File: config.mk
export PLATFORM = sky130hd
export DESIGN_NAME = ipi_trigger
export DESIGN_NICKNAME = d
export VERILOG_FILES = /design/src/rtl/ipi_pkg.sv /design/src/rtl/ipi_decode.sv /design/src/rtl/ipi_bank.sv /design/src/rtl/ipi_trigger.sv
export SDC_FILE = /design/constraint.sdc
export NUM_CORES = 2
export LEC_CHECK = 0
export BUFFER_PORTS_ARGS = -buffer_cell sky130_fd_sc_hd__buf_2
export CAP_MARGIN = 10
export CORE_MARGIN = 10
export CORE_UTILIZATION = 60
export DETAILED_ROUTE_END_ITERATION = 8
export GPL_TIMING_DRIVEN = 0
export PLACE_DENSITY = 0.77
export SYNTH_ARGS = -nofsm -noshare
export SYNTH_HDL_FRONTEND = slang
export SYNTH_HIERARCHICAL = 1
export SYNTH_SLANG_ARGS = --single-unit
File: constraint.sdc
create_clock -name clk_i -period 3.9 [get_ports clk_i]
set_input_delay 0.585 -clock clk_i [delete_from_list [all_inputs] [get_ports clk_i]]
set_output_delay 0.585 -clock clk_i [all_outputs]
set_load 0.01 [all_outputs]
File: src/rtl/ipi_pkg.sv
package ipi_pkg;
  localparam int ID_N   = 16;
  localparam int ID_W   = 4;
  localparam int TGT_LSB = 8;
  localparam int TGT_W  = 16;
endpackage

File: src/rtl/ipi_decode.sv
module ipi_decode
  import ipi_pkg::*;
#(
  parameter int NUM_CPU = 8,
  parameter int CW      = $clog2(NUM_CPU)
) (
  input  logic                                       clk_i,
  input  logic                                       rst_ni,
  input  logic                                       dist_en_i,
  input  logic                                       wr_en_i,
  input  logic [31:0]                                wr_data_i,
  input  logic [CW-1:0]                              wr_src_i,
  output logic [NUM_CPU-1:0][ID_N-1:0][NUM_CPU-1:0]  set_o
);
  logic [ID_W-1:0]  id;
  logic [TGT_W-1:0] tgt;
  logic             fire;

  assign id   = wr_data_i[ID_W-1:0];
  assign tgt  = wr_data_i[TGT_LSB +: TGT_W];
  assign fire = wr_en_i && dist_en_i && (int'(wr_src_i) < NUM_CPU);

  always_comb begin
    set_o = '0;
    if (fire) begin
      for (int t = 0; t < NUM_CPU; t++) begin
        if (t < TGT_W && tgt[t]) set_o[t][id][wr_src_i] = 1'b1;
      end
    end
  end

  AST_ONE_BIT_PER_TGT: assert property (@(posedge clk_i) disable iff (!rst_ni)
    $countones(set_o) <= NUM_CPU);
  AST_DIS_NO_SET: assert property (@(posedge clk_i) disable iff (!rst_ni)
    !dist_en_i |-> set_o == '0);
endmodule

File: src/rtl/ipi_bank.sv
module ipi_bank
  import ipi_pkg::*;
#(
  parameter int NUM_CPU = 8,
  parameter int CW      = $clog2(NUM_CPU)
) (
  input  logic                            clk_i,
  input  logic                            rst_ni,
  input  logic [ID_N-1:0][NUM_CPU-1:0]    set_i,
  input  logic                            ack_en_i,
  input  logic [ID_W-1:0]                 ack_id_i,
  output logic                            ack_hit_o,
  output logic [CW-1:0]                   ack_src_o,
  output logic [ID_N-1:0]                 pend_o
);
  logic [ID_N-1:0][NUM_CPU-1:0] pend_q, clr;
  logic [NUM_CPU-1:0]           row;
  logic                         any;
  logic [CW-1:0]                low;

  assign row = pend_q[ack_id_i];

  always_comb begin
    any = 1'b0;
    low = '0;
    for (int s = NUM_CPU - 1; s >= 0; s--) begin
      if (row[s]) begin
        any = 1'b1;
        low = CW'(s);
      end
    end
  end

  assign ack_hit_o = ack_en_i && any;
  assign ack_src_o = ack_hit_o ? low : '0;

  always_comb begin
    clr = '0;
    if (ack_hit_o) clr[ack_id_i][low] = 1'b1;
  end

  // set after clear: a same-cycle retrigger survives the acknowledge
  always_ff @(posedge clk_i or negedge rst_ni) begin
    if (!rst_ni) pend_q <= '0;
    else         pend_q <= (pend_q & ~clr) | set_i;
  end

  for (genvar i = 0; i < ID_N; i++) begin : g_sum
    assign pend_o[i] = |pend_q[i];
  end

  AST_SET_LANDS: assert property (@(posedge clk_i) disable iff (!rst_ni)
    (|set_i) |=> ((pend_q & $past(set_i)) == $past(set_i)));
  AST_ACK_CLEARS: assert property (@(posedge clk_i) disable iff (!rst_ni)
    (ack_hit_o && !set_i[ack_id_i][ack_src_o])
      |=> !pend_q[$past(ack_id_i)][$past(ack_src_o)]);
  AST_HIT_NEEDS_PEND: assert property (@(posedge clk_i) disable iff (!rst_ni)
    ack_hit_o |-> pend_o[ack_id_i]);
  AST_IDLE_HOLDS: assert property (@(posedge clk_i) disable iff (!rst_ni)
    (set_i == '0 && !ack_hit_o) |=> $stable(pend_q));
endmodule

File: src/rtl/ipi_trigger.sv
module ipi_trigger
  import ipi_pkg::*;
#(
  parameter int NUM_CPU = 8,
  parameter int CW      = $clog2(NUM_CPU)
) (
  input  logic                      clk_i,
  input  logic                      rst_ni,
  input  logic                      dist_en_i,
  input  logic                      wr_en_i,
  input  logic [31:0]               wr_data_i,
  input  logic [CW-1:0]             wr_src_i,
  input  logic                      ack_valid_i,
  input  logic [CW-1:0]             ack_cpu_i,
  input  logic [ID_W-1:0]           ack_id_i,
  output logic                      ack_hit_o,
  output logic [CW-1:0]             ack_src_o,
  output logic [NUM_CPU*ID_N-1:0]   pend_o
);
  logic [NUM_CPU-1:0][ID_N-1:0][NUM_CPU-1:0] set;
  logic [NUM_CPU-1:0]                        hit;
  logic [NUM_CPU-1:0][CW-1:0]                src;

  ipi_decode #(.NUM_CPU(NUM_CPU), .CW(CW)) u_dec (
    .clk_i, .rst_ni, .dist_en_i, .wr_en_i, .wr_data_i, .wr_src_i,
    .set_o(set)
  );

  for (genvar c = 0; c < NUM_CPU; c++) begin : g_bank
    ipi_bank #(.NUM_CPU(NUM_CPU), .CW(CW)) u_bank (
      .clk_i, .rst_ni,
      .set_i(set[c]),
      .ack_en_i(ack_valid_i && int'(ack_cpu_i) == c),
      .ack_id_i,
      .ack_hit_o(hit[c]),
      .ack_src_o(src[c]),
      .pend_o(pend_o[c*ID_N +: ID_N])
    );
  end

  always_comb begin
    ack_src_o = '0;
    for (int c = 0; c < NUM_CPU; c++) ack_src_o |= src[c];
  end
  assign ack_hit_o = |hit;

  AST_OFF_QUIET: assert property (@(posedge clk_i) disable iff (!rst_ni)
    (!dist_en_i && !ack_valid_i) |=> $stable(pend_o));
  AST_ZERO_TGT_QUIET: assert property (@(posedge clk_i) disable iff (!rst_ni)
    (wr_data_i[TGT_LSB +: TGT_W] == '0 && !ack_valid_i) |=> $stable(pend_o));
  AST_ONE_HIT: assert property (@(posedge clk_i) disable iff (!rst_ni)
    $onehot0(hit));
endmodule

* Word-level counts from Yosys, hierarchy flattened *
Index checks and enable logic that the tools add are counted.

cells by class
  bitwise operators = 31
  reductions and logical operators = 158
  muxes and demuxes = 205
  order comparisons = 22
  equality and inequality tests = 7

operator list
  operator                                                                              count
  128-bit two-way mux                                                                   16
  8-bit OR reduction                                                                    129
  128-bit AND                                                                           8
  1024-bit two-way mux                                                                  1
  128-bit inverter                                                                      8
  128-bit OR                                                                            8
  8-bit demux with 4-bit select                                                         9
  8-bit binary-select mux with 4-bit select                                             8
  3-bit two-way mux                                                                     72
  8-bit two-way mux                                                                     17
  1-bit two-way mux                                                                     73
  3-bit by 4-bit < comparator with 1-bit output (second input constant)                 9
  1-bit logical AND                                                                     28
  1-bit demux with 3-bit select                                                         9
  3-bit by 1-bit greater-or-equal comparator with 1-bit output (second input constant)  9
  3-bit OR                                                                              7
  3-bit == test (second input constant)                                                 4
  4-bit by 5-bit < comparator with 1-bit output (second input constant)                 2
  4-bit by 1-bit greater-or-equal comparator with 1-bit output (second input constant)  2
  3-bit by 2-bit == test with 1-bit output (second input constant)                      2
  3-bit by 1-bit == test with 1-bit output (second input constant)                      1
  3-bit zero test                                                                       1

word-level totals
  word-level logic and storage cells = 551
  bits in registers = 1024
  output and inout port bits = 132
  input bits = 47

* Logic depth before layout (Yosys ltp) *
  depth after elaboration = 20
  mapped depth = 12
  gate-level depth less buffers = 9

* Modules after synthesis *
Netlist, hierarchy kept.

modules (own cells, without submodules)
  module       area each (um^2)  seq. area each (um^2)  cells an instance  instances
  ipi_bank     6555.0            3203.1                 614                8
  ipi_decode   7618.6            0.0                    1405               1
  ipi_trigger  138.9             0.0                    25                 1

* Worst setup path before layout *
Ideal clock, no wire load.

  kind = input-to-output
  start point = in ack_id_i[1]
  end point = out ack_src_o[0]
  path buffers = 2
  setup slack = 0.335 ns
  required time = 3.315 ns
  stages on the path = 10
  data arrival time = 2.980 ns
  cells stage by stage = buf_2 mux4_2 nand2_1 nand4_1 nor4_4 buf_2 a21boi_0 and3_1 nor4_1 nand2_1

RTL lines
  item                RTL line           RTL
  start: declaration  ipi_trigger.sv:15  input logic [ID_W-1:0] ack_id_i,
  end: declaration    ipi_trigger.sv:17  output logic [CW-1:0] ack_src_o,

==> metrics.md <==
| Metric | Value |
|---|---|
| Total track usage | `0.449` |
| Top reg by flops | `g_bank.u_bank/pend_q` |
| Yosys reg bits | `~1,000` |
| Row count | `around 120` |
| Vias in the first global route | `57,391` |
| Max_slew headroom | `0.0600` |
| Reg clk slew, reported paths | `60 ps` |
| Reg-to-reg critical path endpoint | `g_bank[0].u_bank/pend_q[103]$_DFF_PN0_` |
| Initial core utilization | `0.603` |
| Worst EP arrival | `3720 ps` |
| Final setup fails | `4` |
| Cell count after synthesis | `6,342` |
| Routability cong. | `between 1 and 1.5` |
| Fin crit period | `roughly 4300 ps` |
| Final nets | `about 6,800` |
| DR iter-0 viols | `approximately 9,000` |
| Inserted Clock Buffers | `roughly 110` |
| Setup crit end kind | `output port` |
| Synth Cell Area | `around 60,000 sq um` |
| GRT Residual Overflow | `0` |
| R2R Path Start | `g_bank[0].u_bank/pend_q[28]$_DFF_PN0_` |
| Number of flops mapped to enable cells by yosys | `0` |
| Pin count of the biggest net entering global routing | `157` |
| Util after Layout | `0.689` |
| Outcome | `finished with violations` |
| Period utilization | `1.10` |
| First drt pass iteration count | `9` |
| R2r setup slk | `about 20 ps` |
| Ys Warns | `6` |
| Synthesis-to-layout area growth | `14.3%` |
| Initial antenna violation count | `11` |
| PwrDens | `between 400 and 500 nW/um^2` |
| First-pass GRT wire length | `380 mm` |
| Skew final | `approximately 29 ps` |
| Avg Inst Size Synth | `9.49 sq um` |
| I/O Buffers | `~160` |
| Max Buffers Root-to-Sink | `3` |
| Final Hold Viols | `0` |
| Clock tree root driver cell | `clkbuf_16` |
| Clock tree sinks | `around 1,000` |
| Pwr Total | `28.6 mW` |
| Hold WS | `between 400 and 500 ps` |
| Vias per Instance | `roughly 7.3` |
| RSZ-0062 raised after global routing | `yes` |
| DR WL/cell | `~32 um` |
| Clk Latency, worst-skew pair | `roughly 740 ps` |
| Critical Path Source Type | `flip-flop` |
| Die width | `337 um` |
| Syn Nets | `roughly 6,400` |
| Yosys cell types | `44` |
| CP Max Fanout | `2` |
| Layout cells sized above 1 | `0.178` |
| CP required | `3310 ps` |
| Slack of the critical path | `-409 ps` |
| Min-Delay Path Class | `primary input to async pin` |
| Cell count of the worst reg-to-reg path | `21` |
| Post-Layout Cell Count | `between 8,000 and 9,000` |
| Static leakage | `34.1 nW` |
| Clock H-tree levels | `3` |
| Least-Margin Pin Slew | `approximately 1400 ps` |
| Die Footprint | `~110,000 sq um` |
| Failing checks | `design-rule violations, negative setup slack` |
| Top_reg_cell synth | `dfrtp_1` |
| Seq/Total Area, Yosys | `0.426` |
| DRT antenna net count | `0` |
| # DRC | `1` |
| Top-Level Pins | `around 180` |
| Post-detail-place hpwl | `179 mm` |
| Die H | `around 340 um` |
| Peak supply drop | `roughly 0.0004 V` |
| DR vias | `about 60,000` |
| MaxCap Viol Count | `0` |
| Wirelength, routed | `about 260 mm` |
| Final Max Tran Viols | `0` |
| Top Registers | `g_bank.u_bank/pend_q x1024` |
| Core area | `roughly 100,000 sq um` |
| Synth async-reset ratio | `1.00` |
| Fmax achieved | `about 0.23 GHz` |
| Max reg flops | `1,024` |
| CTS tree | `built` |
| CP Class | `flip-flop to output port` |
| Placed cell count | `around 8,000` |
through the flow:
step	cell area (sq um)	setup slack [ps]	setup TNS, ps
after floorplan	60200	335	0
after detailed placement	62900	-2870	-711390
after CTS	68600	-234	-531
after global placement	62600	-20390	-
final	68800	-409	-1220
after global routing	68800	-407	-1190
critical path, stage by stage, from the launching register on:
cell and delay [ps]:
dfrtp_1 390, mux4_2 530, a22oi_2 230, nand2_2 110
nor4_4 320, buf_6 150, a21boi_2 110, and3_4 230
nor4_4 570, nand2_2 180, buf_6 160
cells by family after synthesis:
group,Yosys count,share of synthesized area
AOI/OAI and AO/OA,1368,0.157
DFF,1024,0.426
buffers and inverters,599,0.0510
muxes,256,0.0958
and+or+nand+nor,3095,0.270
layout by cell type, fill, tap and decap left out, types with 82 or more instances in the layout:
master and instances:
buf_4 121, o21ai_0 247, mux4_2 256, nor3_2 105, a21o_1 903, clkbuf_16 114
buf_2 252, nand2b_1 251, nand3_1 113, a21oi_1 140, nor3_1 929, nor4_1 259
clkbuf_1 257, nand4_1 82, buf_1 104, buf_6 88, nand2_1 1096, dfrtp_1 1024
report_power, final:
| group | internal, mW | switching (mW) | leakage (nW) |
|---|---|---|---|
| Combinational | 1.92 | 3.79 | 18.0 |
| Sequential | 11.1 | 0.503 | 14.1 |
| Clock | 6.56 | 4.74 | 1.90 |
| Total | 19.6 | 9.03 | 34.1 |
metal layers:
| metal | wire length, um | up-vias | track usage |
|---|---|---|---|
| met5 | 326 | - | 0.0152 |
| met4 | 24700 | 14 | 0.335 |
| met3 | 40200 | 1298 | 0.169 |
| met2 | 106000 | 5364 | 0.635 |
| met1 | 87800 | 28859 | 0.557 |
| li1 | - | 23970 | - |
area by class of cell:
type	instances	area, sq um
Sequential cell	1024	25600
Clock buffer	160	3280
Clock inverter	49	578
Antenna cell	15	37.5
Timing Repair Buffer	282	2290
Multi-Input combinational cell	4719	31900
Fill cell	7888	31000
Tap cell	1298	1620
Buffer	591	3540
Yosys cell counts (38+ instances only):
master / instances / share of area
nor3_1: 929 / 0.077
mux4_2: 256 / 0.096
and4_1: 56 / 0.0081
nor3_2: 105 / 0.017
nand2b_1: 251 / 0.026
nand2_1: 1118 / 0.070
nor4_1: 264 / 0.027
o21ai_0: 248 / 0.021
a21oi_1: 144 / 0.012
nand4_1: 82 / 0.0085
dfrtp_1: 1024 / 0.43
buf_2: 131 / 0.011
buf_1: 113 / 0.0070
clkbuf_1: 251 / 0.016
nand3_1: 113 / 0.0094
nor2_1: 38 / 0.0024
buf_6: 71 / 0.013
a21o_1: 904 / 0.11
worst max-delay path by stage:
| stage | start | end | slack [ps] | cells past startpoint |
|---|---|---|---|---|
| global route | g_bank[3].u_bank/pend_q[124]$_DFF_PN0_ | ack_src_o[0] | -410 | 10 |
| detailed placement | ack_id_i[1] | ack_src_o[0] | -2870 | 13 |
| global placement | rst_ni | g_bank[3].u_bank/pend_q[90]$_DFF_PN0_ | -20390 | 1 |
| finish | g_bank[3].u_bank/pend_q[31]$_DFF_PN0_ | ack_src_o[0] | -410 | 10 |
| CTS | g_bank[1].u_bank/pend_q[60]$_DFF_PN0_ | ack_src_o[0] | -230 | 10 |
| floorplan | ack_id_i[1] | ack_src_o[0] | 340 | 10 |
what timing repair did:
action	CTS	global route
hold buffers	1	0
resized for setup	239	40
cloned	5	1
setup endpoints to repair	359	30
endpoints found under the hold margin	97	0
setup buffers	102	5
pin swaps	45	16
Power figures use the tool's default switching activity.
